[src/rtl/sq_pkg.sv]
// Package: shared widths, port codes and the queue entry type.
// Assumes exactly four issue ports, encoded in a two-bit field.
package sq_pkg;
    localparam int TAG_W  = 5;
    localparam int PAY_W  = 8;
    localparam int NPORT  = 4;
    localparam int PORT_W = $clog2(NPORT);

    localparam logic [PORT_W-1:0] PORT_LOAD  = 2'd0;
    localparam logic [PORT_W-1:0] PORT_STORE = 2'd1;
    localparam logic [PORT_W-1:0] PORT_EXA   = 2'd2;
    localparam logic [PORT_W-1:0] PORT_EXB   = 2'd3;

    typedef struct packed {
        logic [PORT_W-1:0] port;
        logic [TAG_W-1:0]  tag0;
        logic              rdy0;
        logic [TAG_W-1:0]  tag1;
        logic              rdy1;
        logic [PAY_W-1:0]  pay;
    } sq_entry_t;

    // Return the entry with the source-ready bits set that match a broadcast tag.
    function automatic sq_entry_t sq_wake(input sq_entry_t e, input logic v,
                                          input logic [TAG_W-1:0] t);
        sq_entry_t r;
        r = e;
        if (v && e.tag0 == t) r.rdy0 = 1'b1;
        if (v && e.tag1 == t) r.rdy1 = 1'b1;
        return r;
    endfunction
endpackage

[src/rtl/sq_queue.sv]
// Module: one in-order scheduling queue held as a circular buffer.
// Only the head can leave, under the pop input. Stored entries and a
// same-cycle enqueue see the wakeup broadcast. Assumes the caller pops
// only while the head is valid. A same-cycle pop does not raise enq_ready.
module sq_queue
    import sq_pkg::*;
#(
    parameter int DEPTH = 8
) (
    input  logic              clk,
    input  logic              rst_n,
    input  logic              flush,
    input  logic              enq_valid,
    input  sq_entry_t         enq_entry,
    output logic              enq_ready,
    input  logic              wk_valid,
    input  logic [TAG_W-1:0]  wk_tag,
    input  logic              pop,
    output logic              head_valid,
    output logic              head_ready,
    output logic [PORT_W-1:0] head_port,
    output logic [PAY_W-1:0]  head_pay
);
    localparam int IDX_W = $clog2(DEPTH);
    localparam int CNT_W = $clog2(DEPTH + 1);

    sq_entry_t          mem [DEPTH];
    logic [IDX_W-1:0]   head_q, tail_q;
    logic [CNT_W-1:0]   cnt_q;
    logic               push;
    sq_entry_t          head_e;

    // Advance a buffer index with wrap at DEPTH.
    function automatic logic [IDX_W-1:0] nxt(input logic [IDX_W-1:0] p);
        return (p == IDX_W'(DEPTH - 1)) ? '0 : p + 1'b1;
    endfunction

    // Accept when not full and not flushing.
    assign enq_ready = (cnt_q != CNT_W'(DEPTH)) && !flush;
    assign push      = enq_valid && enq_ready;

    // Head view for the arbiters.
    assign head_e     = mem[head_q];
    assign head_valid = (cnt_q != '0);
    assign head_ready = head_e.rdy0 && head_e.rdy1;
    assign head_port  = head_e.port;
    assign head_pay   = head_e.pay;

    // Storage: wake stored entries, write the new entry with the wakeup merged in.
    always_ff @(posedge clk) begin
        for (int i = 0; i < DEPTH; i++) begin
            if (push && tail_q == IDX_W'(i))
                mem[i] <= sq_wake(enq_entry, wk_valid, wk_tag);
            else
                mem[i] <= sq_wake(mem[i], wk_valid, wk_tag);
        end
    end

    // Pointers and occupancy.
    always_ff @(posedge clk) begin
        if (!rst_n || flush) begin
            head_q <= '0;
            tail_q <= '0;
            cnt_q  <= '0;
        end else begin
            if (push) tail_q <= nxt(tail_q);
            if (pop)  head_q <= nxt(head_q);
            cnt_q <= cnt_q + CNT_W'(push) - CNT_W'(pop);
        end
    end
endmodule

[src/rtl/sq_port_arb.sv]
// Module: round-robin arbiter for one issue port.
// The priority pointer moves to one past the last granted requester.
// Assumes NQ is at least 2.
module sq_port_arb #(
    parameter int NQ = 4
) (
    input  logic                  clk,
    input  logic                  rst_n,
    input  logic [NQ-1:0]         req,
    output logic [NQ-1:0]         gnt,
    output logic [$clog2(NQ)-1:0] gnt_idx
);
    localparam int QW = $clog2(NQ);

    logic [QW-1:0] ptr_q;

    // Scan requesters starting at the priority pointer.
    always_comb begin
        int  idx;
        logic found;
        gnt     = '0;
        gnt_idx = '0;
        found   = 1'b0;
        for (int k = 0; k < NQ; k++) begin
            idx = int'(ptr_q) + k;
            if (idx >= NQ) idx = idx - NQ;
            if (!found && req[idx]) begin
                gnt[idx] = 1'b1;
                gnt_idx  = QW'(idx);
                found    = 1'b1;
            end
        end
    end

    // Rotate priority after every grant.
    always_ff @(posedge clk) begin
        if (!rst_n)
            ptr_q <= '0;
        else if (|req)
            ptr_q <= (gnt_idx == QW'(NQ - 1)) ? '0 : gnt_idx + 1'b1;
    end
endmodule

[src/rtl/sq_sched.sv]
// Module: top of the scheduler. NQ in-order queues share four issue ports.
// Each port has its own round-robin arbiter. Issue is combinational from the
// registered heads and the busy inputs, and the granted head pops at the edge.
// Assumes enq_port carries legal codes only.
module sq_sched
    import sq_pkg::*;
#(
    parameter int NQ     = 4,
    parameter int DEPTH  = 8,
    parameter int QIDX_W = $clog2(NQ)
) (
    input  logic                  clk,
    input  logic                  rst_n,
    input  logic                  flush,
    input  logic [NQ-1:0]         enq_valid,
    input  logic [NQ*PORT_W-1:0]  enq_port,
    input  logic [NQ*TAG_W-1:0]   enq_src0_tag,
    input  logic [NQ-1:0]         enq_src0_rdy,
    input  logic [NQ*TAG_W-1:0]   enq_src1_tag,
    input  logic [NQ-1:0]         enq_src1_rdy,
    input  logic [NQ*PAY_W-1:0]   enq_payload,
    output logic [NQ-1:0]         enq_ready,
    input  logic                  wk_valid,
    input  logic [TAG_W-1:0]      wk_tag,
    input  logic [NPORT-1:0]      unit_busy,
    output logic [NPORT-1:0]      iss_valid,
    output logic [NPORT*QIDX_W-1:0] iss_queue,
    output logic [NPORT*PAY_W-1:0]  iss_payload
);
    logic [NQ-1:0]     h_valid, h_ready, pop;
    logic [PORT_W-1:0] h_port [NQ];
    logic [PAY_W-1:0]  h_pay  [NQ];
    logic [NQ-1:0]     req  [NPORT];
    logic [NQ-1:0]     gnt  [NPORT];
    logic [QIDX_W-1:0] gidx [NPORT];

    genvar q, p;
    generate
        for (q = 0; q < NQ; q++) begin : g_q
            sq_entry_t e_in;
            // Pack the flat enqueue fields for this queue.
            always_comb begin
                e_in.port = enq_port[q*PORT_W +: PORT_W];
                e_in.tag0 = enq_src0_tag[q*TAG_W +: TAG_W];
                e_in.rdy0 = enq_src0_rdy[q];
                e_in.tag1 = enq_src1_tag[q*TAG_W +: TAG_W];
                e_in.rdy1 = enq_src1_rdy[q];
                e_in.pay  = enq_payload[q*PAY_W +: PAY_W];
            end

            sq_queue #(.DEPTH(DEPTH)) i_queue (
                .clk        (clk),
                .rst_n      (rst_n),
                .flush      (flush),
                .enq_valid  (enq_valid[q]),
                .enq_entry  (e_in),
                .enq_ready  (enq_ready[q]),
                .wk_valid   (wk_valid),
                .wk_tag     (wk_tag),
                .pop        (pop[q]),
                .head_valid (h_valid[q]),
                .head_ready (h_ready[q]),
                .head_port  (h_port[q]),
                .head_pay   (h_pay[q])
            );

            // A queue pops when any port granted it.
            always_comb begin
                pop[q] = 1'b0;
                for (int k = 0; k < NPORT; k++) pop[q] = pop[q] | gnt[k][q];
            end
        end

        for (p = 0; p < NPORT; p++) begin : g_p
            // Requests: ready head aimed at this port, unit free, no flush.
            always_comb begin
                for (int k = 0; k < NQ; k++)
                    req[p][k] = h_valid[k] && h_ready[k] && !flush &&
                                !unit_busy[p] && (h_port[k] == PORT_W'(p));
            end

            sq_port_arb #(.NQ(NQ)) i_arb (
                .clk     (clk),
                .rst_n   (rst_n),
                .req     (req[p]),
                .gnt     (gnt[p]),
                .gnt_idx (gidx[p])
            );

            // Drive the port outputs from the granted head.
            assign iss_valid[p]                    = |gnt[p];
            assign iss_queue[p*QIDX_W +: QIDX_W]   = gidx[p];
            assign iss_payload[p*PAY_W +: PAY_W]   = h_pay[gidx[p]];
        end
    endgenerate
endmodule

[config.mk]
export PLATFORM = sky130hd
export DESIGN_NAME = sq_sched
export DESIGN_NICKNAME = d
export VERILOG_FILES = /design/src/rtl/sq_pkg.sv /design/src/rtl/sq_queue.sv /design/src/rtl/sq_port_arb.sv /design/src/rtl/sq_sched.sv
export SDC_FILE = /design/constraint.sdc
export NUM_CORES = 1
export LEC_CHECK = 0
export ABC_AREA = 0
export ABC_CLOCK_PERIOD_IN_PS = 6900
export BUFFER_PORTS_ARGS = -buffer_cell sky130_fd_sc_hd__buf_2
export CAP_MARGIN = 40
export CORE_MARGIN = 1
export CORE_UTILIZATION = 25
export DETAILED_ROUTE_END_ITERATION = 12
export HOLD_SLACK_MARGIN = 0.08
export SYNTH_ARGS = -nofsm -noshare
export SYNTH_HDL_FRONTEND = slang
export SYNTH_HIERARCHICAL = 1
export SYNTH_SLANG_ARGS = --single-unit
[constraint.sdc]
create_clock -name clk -period 6.9 [get_ports clk]
set_input_delay 0.69 -clock clk [delete_from_list [all_inputs] [get_ports clk]]
set_output_delay 0.69 -clock clk [all_outputs]
set_load 0.1 [all_outputs]
==> results.py, run 1 <==
metrics = {
    "finish": {
        "final_nets": 2556,
        "fillers": 13600,
        "areaGrowthSynthToFinish_pct": 16.2,
        "drive_above_1_share": 0.223,
    },
    "critical_path": {
        "start_kind": "flip-flop",
        "critical_path_class": "flip-flop to output port",
        "reg2reg_slack_ns": 1.41,
        "crit_required_ns": 6.21,
        "crit_arrival_ns": 5.68,
        "end_kind": "output port",
        "path_max_fanout": 17,
    },
    "floorplanning": {
        "rows": 136,
        "initial_core_util": 0.252,
        "die_area_mm2": 0.140,
        "die_y_um": 375,
        "die-width_um": 375,
        "core_area_mm2": 0.138,
        "ios": 153,
    },
    "sta": {
        "relSlewSlack": 0.273,
        "tightest_slew_ns": 1.08,
        "tns_ns": 0,
        "skew_ns": 0.0347,
        "rsz0062_at_grt": "false",
        "hold_slack_ns": 0.314,
        "hold_violations": 0,
        "fmax_mhz": 157,
        "min_period_ns": 6.37,
        "layout_worst_path_cycle_share": 0.923,
        "finalSetupViolCount": 0,
        "finalMaxSlewViolations": 0,
    },
    "global_route": {
        "first_global_vias": 18600,
        "grt_antenna_before_repair": 36,
        "track_usage": 0.120,
        "grt_pass1_wl_mm": 126,
        "grt_max_degree": 37,
        "grt_overflow_total": 0,
    },
    "place": {
        "io_buffer_count": 152,
        "gp_routability_congestion": 0.826,
        "dp_hpwl_mm": 57.1,
    },
    "synth": {
        "synth_commonest_cells": "edfxtp_1, xor2_1, dfxtp_1",
        "ys.flop_type": "edfxtp_1",
        "syn_area_mm2": 0.0347,
        "synth_top_area_frac": 0.553,
        "synth_warnings": 6,
        "synthCells": 2170,
        "synth-seq-area-share": 0.625,
        "yosysMostFrequentCell": "edfxtp_1",
        "synth_top_cell_by_area": "edfxtp_1",
        "syn-mean-instance-area_um2": 16.0,
        "ys_async_sr_fraction": 0,
        "synthDistinctLibCells": 52,
        "ys_ff_latch": 764,
        "synth_edf_count": 640,
        "synth.net_count": 2367,
        "synth_area_leaders": "edfxtp_1, xor2_1, dfxtp_1",
    },
    "worst_hold_path": {
        "worstHoldStart": "enq_payload[11]",
        "hp-class": "input pin to flip-flop",
    },
    "cts": {
        "ctsResizeCount": 0,
        "cts_tree": "done",
        "clk_latency_ns": 0.65,
        "cts_root_buf": "clkbuf_16",
        "path_clk_slew_ns": 0.06,
        "cts_buffers": 84,
        "hold_buffers": 0,
        "clockBufferDepth": 3,
        "cts.sinks": 764,
        "postCtsSetupRepairBufs": 0,
        "htreeDepth": 3,
    },
    "drt": {
        "routed_via_density": 4.48,
        "vias": 18900,
        "drt-wirelength-per-cell_um": 20.2,
        "dr.pass1.iters": 5,
        "wl_mm": 85.5,
        "ant_nets": 0,
        "drt_iter0_markers": 1323,
        "drc": 0,
    },
    "power": {
        "clockPowerShare": 0.440,
        "p_comb_frac": 0.066,
        "irDropWorstVdd_uv": 163,
        "p_int_w": 0.00817,
        "cellLeakagePower_nw": 13.5,
        "swShare": 0.223,
        "p_per_area_mw_per_mm2": 261,
        "power.switching_w": 0.00235,
        "pwr-share-seq": 0.494,
    },
    "run_status": {
        "status": "complete, no violations",
    },
    "run": {
        "cap_violations": 0,
    },
}
per-layer routing:
metal	vias to the layer above	global-route usage	share of wire	routed length (µm)
met4	28	0.0302	0.019	1630
li1	8669	-	-	-
met1	9619	0.164	0.45	38300
met2	461	0.192	0.46	39500
met5	-	0	0.0022	187
met3	152	0.0273	0.069	5930
sequential cells by signal (all words and copies together), names as in the netlist, named ones only:
register,cells
g_q.i_queue/head_q,12
g_q.i_queue/cnt_q,16
g_q.i_queue/mem,704
g_p.i_arb/ptr_q,4
g_q.i_queue/tail_q,12
path summary, 6_finish.rpt:
check                                  end  cells after the start
hold / removal    g_q[1].i_queue/mem[7][3]                      1
hold reg to reg   g_q[3].i_queue/head_q[1]                      2
setup reg to reg   g_q[1].i_queue/cnt_q[2]                     17
setup / recovery           iss_payload[27]                     11
layout by cell type, fill, tap and decap left out, types with 22 or more instances in the layout:
master	count
dfxtp_1	123
xnor2_1	76
mux2_4	24
nand2_1	35
nor2_1	82
o21ai_0	28
xor2_1	292
clkbuf_1	22
inv_1	59
buf_2	150
nand3_1	41
mux4_2	108
ha_1	88
mux4_1	24
a31oi_1	54
edfxtp_1	640
mux2i_1	67
buf_4	67
nor4_1	79
a22oi_1	46
clkbuf_16	88
cell type report:
class,count,area [µm²],share of cell area
multi-input cells,1229,12000,0.297
inverters,59,221,0.00549
clock buffers,119,2400,0.0595
clock inverters,38,488,0.0121
flip-flops and latches,764,21700,0.538
well taps,1794,2240,0.0556
repair buffers,221,1310,0.0324
diodes,3,7.51,0.000186
cell families after synthesis:
group           count (synthesis)  share of synthesized area
xor+xnor                      368                     0.0928
buf+inv                       177                     0.0318
compound gates                179                     0.0341
flops                         764                      0.625
mux                           239                      0.123
fa+ha+maj                      92                     0.0340
simple gates                  351                     0.0596
power by group through the flow:
stage	sequential (W)	clock, W	combinational (W)
finish	0.00520	0.00463	0.000690
global route	0.00521	0.00492	0.000751
CTS	0.00520	0.00474	0.000701
detailed placement	0.00530	0	0.000699
global placement	0.00530	0	0.000687
floorplan	0.00527	0	0.000468
worst max-delay path, stage by stage, from the launching register on:
cell     delay (ns)
dfxtp_1        0.85
nand3_1        0.17
o21ai_0        0.12
mux4_2         0.30
nand3_1        0.10
nor4b_1        0.92
mux4_2         0.60
nor2_1         0.06
o21ai_1        0.15
nand2_1        0.56
mux4_2         0.70
buf_2          0.47
through the flow:
step | utilization | total power [W] | cell area, µm² | cells | setup WS [ns]
floorplan | - | 0.00574 | 34700 | 2170 | 1.77
global placement | 0.272 | 0.00598 | 37400 | 4057 | 1.02
detailed placement | 0.272 | 0.00599 | 37500 | 4067 | 1.25
CTS | 0.293 | 0.0106 | 40400 | 4224 | 0.515
global route | 0.293 | 0.0109 | 40400 | 4225 | 0.177
finish | 0.293 | 0.0105 | 40400 | 4227 | 0.532
Note: power is estimated with default switching activity, not from simulation.
==> run 2, diff against run 1 <==
--- a/config.mk
+++ b/config.mk
@@ -6,7 +6,7 @@
 export NUM_CORES = 1
 export LEC_CHECK = 0
 export ABC_AREA = 0
-export ABC_CLOCK_PERIOD_IN_PS = 6900
+export ABC_CLOCK_PERIOD_IN_PS = 5600
 export BUFFER_PORTS_ARGS = -buffer_cell sky130_fd_sc_hd__buf_2
 export CAP_MARGIN = 40
 export CORE_MARGIN = 1
==> constraint.sdc (replaced) <==
create_clock -name clk -period 5.6 [get_ports clk]
set_input_delay 0.56 -clock clk [delete_from_list [all_inputs] [get_ports clk]]
set_output_delay 0.56 -clock clk [all_outputs]
set_load 0.1 [all_outputs]
==> run 2 against run 1 <==
Worst setup slack worse by 0.28 ns. Sequential cell count stayed put. Largest cell class unchanged. Final area is 0.65% higher. Wire length is 1.1% higher. Die area stayed put. Power is 21% higher. Clock power is 18% higher.
==> results.py, run 2 (synthesis gave the netlist of run 1 again) <==
metrics = {
    "finish": {
        "areaGrowthSynthToFinish_pct": 17.0,
        "final_util": 0.295,
        "drive_above_1_share": 0.228,
        "largest_register": "g_q.i_queue/mem",
        "mostFrequentLayoutCells": "edfxtp_1, xor2_1, buf_2, dfxtp_1, mux4_2",
        "stdcell_count": 4240,
        "register_area_mm2": 0.0217,
        "final_nets": 2571,
        "top_regs": "g_q.i_queue/mem x704, g_q.i_queue/cnt_q x16",
        "largest_register_ffs": 704,
        "multi_input_area_mm2": 0.0120,
        "layout_commonest_cell": "edfxtp_1",
        "fillers": 13500,
    },
    "floorplanning": {
        "core_area_mm2": 0.138,
        "die_y_um": 375,
        "rows": 136,
        "die-width_um": 375,
        "ios": 153,
        "initial_core_util": 0.252,
        "die_area_mm2": 0.140,
    },
    "cts": {
        "cts.sinks": 764,
        "clockBufferDepth": 3,
        "path_clk_slew_ns": 0.06,
        "cts_buffers": 80,
        "cts_tree": "done",
        "clk_latency_ns": 0.67,
        "cts_root_buf": "clkbuf_16",
        "htreeDepth": 3,
    },
    "drt": {
        "ant_nets": 0,
        "drt_iter0_markers": 1412,
        "drc": 0,
        "wl_mm": 86.5,
        "vias": 18900,
        "routed_via_density": 4.46,
        "dr.pass1.iters": 7,
        "drt-wirelength-per-cell_um": 20.4,
    },
    "global_route": {
        "grt_max_degree": 46,
        "grt_pass1_wl_mm": 127,
        "grt_overflow_total": 0,
        "grt_antenna_before_repair": 24,
        "track_usage": 0.122,
        "first_global_vias": 19000,
    },
    "power": {
        "cellLeakagePower_nw": 13.6,
        "power_w": 0.0127,
        "irDropWorstVdd_uv": 192,
        "p_per_area_mw_per_mm2": 314,
    },
    "worst_hold_path": {
        "worstHoldStart": "enq_payload[18]",
        "hp-class": "input pin to flip-flop",
    },
    "sta": {
        "rsz0062_at_grt": "false",
        "finalSetupViolCount": 0,
        "finalMaxSlewViolations": 0,
        "fmax_mhz": 187,
        "min_period_ns": 5.35,
        "skew_ns": 0.0473,
        "tns_ns": 0,
        "layout_worst_path_cycle_share": 0.955,
        "hold_violations": 0,
        "tightest_slew_ns": 0.929,
        "relSlewSlack": 0.372,
        "fin_ws_ns": 0.253,
    },
    "place": {
        "io_buffer_count": 152,
        "gp_routability_congestion": 0.785,
        "dp_hpwl_mm": 58.6,
        "dp_cells": 4086,
        "dp_slack_ns": 0.500,
    },
    "critical_path": {
        "end_kind": "output port",
        "crit_arrival_ns": 4.79,
        "start_kind": "flip-flop",
        "path_max_fanout": 13,
        "reg2reg_slack_ns": 0.63,
        "critical_path_class": "flip-flop to output port",
        "crit_required_ns": 5.04,
    },
    "run": {
        "cap_violations": 0,
    },
    "run_status": {
        "status": "complete, no violations",
    },
}
-- run 2: area by class of cell --
type | instances | share of cell area
well taps | 1794 | 0.0552
flip-flops and latches | 764 | 0.534
inverters | 59 | 0.00545
repair buffers | 240 | 0.0426
clock buffers | 120 | 0.0577
multi-input cells | 1229 | 0.295
diodes | 4 | 0.000246
clock inverters | 30 | 0.00924
-- run 2: timing repair --
| item | 4_1_cts | 5_1_grt |
|---|---|---|
| gates resized for setup | 0 | 3 |
| buffers inserted | 0 | 0 |
| hold buffers | 0 | 0 |
| endpoints found under the setup margin | 0 | 29 |
-- run 2: metal layers --
layer,GRT usage,wire length [µm]
met3,0.0425,6730
met4,0.0421,2460
met2,0.191,39300
met1,0.156,37800
met5,0,164
-- run 2: worst paths after layout --
check / end / cells after the start
setup / recovery: iss_payload[19] / 12
hold / removal: g_q[2].i_queue/mem[5][2] / 1
setup reg to reg: g_q[0].i_queue/cnt_q[2] / 15
hold reg to reg: g_q[3].i_queue/head_q[1] / 2
-- run 2: report_power, final --
| group | internal (W) | leakage (nW) | switching, W |
|---|---|---|---|
| registers | 0.00631 | 6.81 | 0.0000904 |
| logic | 0.000308 | 5.44 | 0.000564 |
| clock network | 0.00321 | 1.32 | 0.00226 |
-- run 2: per-stage QoR --
step	cell area (µm²)	hold slack, ns
3_3_place_gp	37800	0.489
4_1_cts	40600	0.132
5_1_grt	40600	0.159
6_report	40600	0.179
2_1_floorplan	34700	0.463
3_5_place_dp	37900	0.501
-- run 2: critical path: stages, from the launching register on --
cell	delay, ns
dfxtp_1	0.61
mux4_1	0.60
mux2_4	0.31
nand3_1	0.11
nor4_1	0.06
buf_4	0.17
mux4_2	0.57
nor2b_4	0.22
o21ai_2	0.10
nand2_1	0.18
buf_4	0.30
mux4_2	0.67
buf_12	0.22
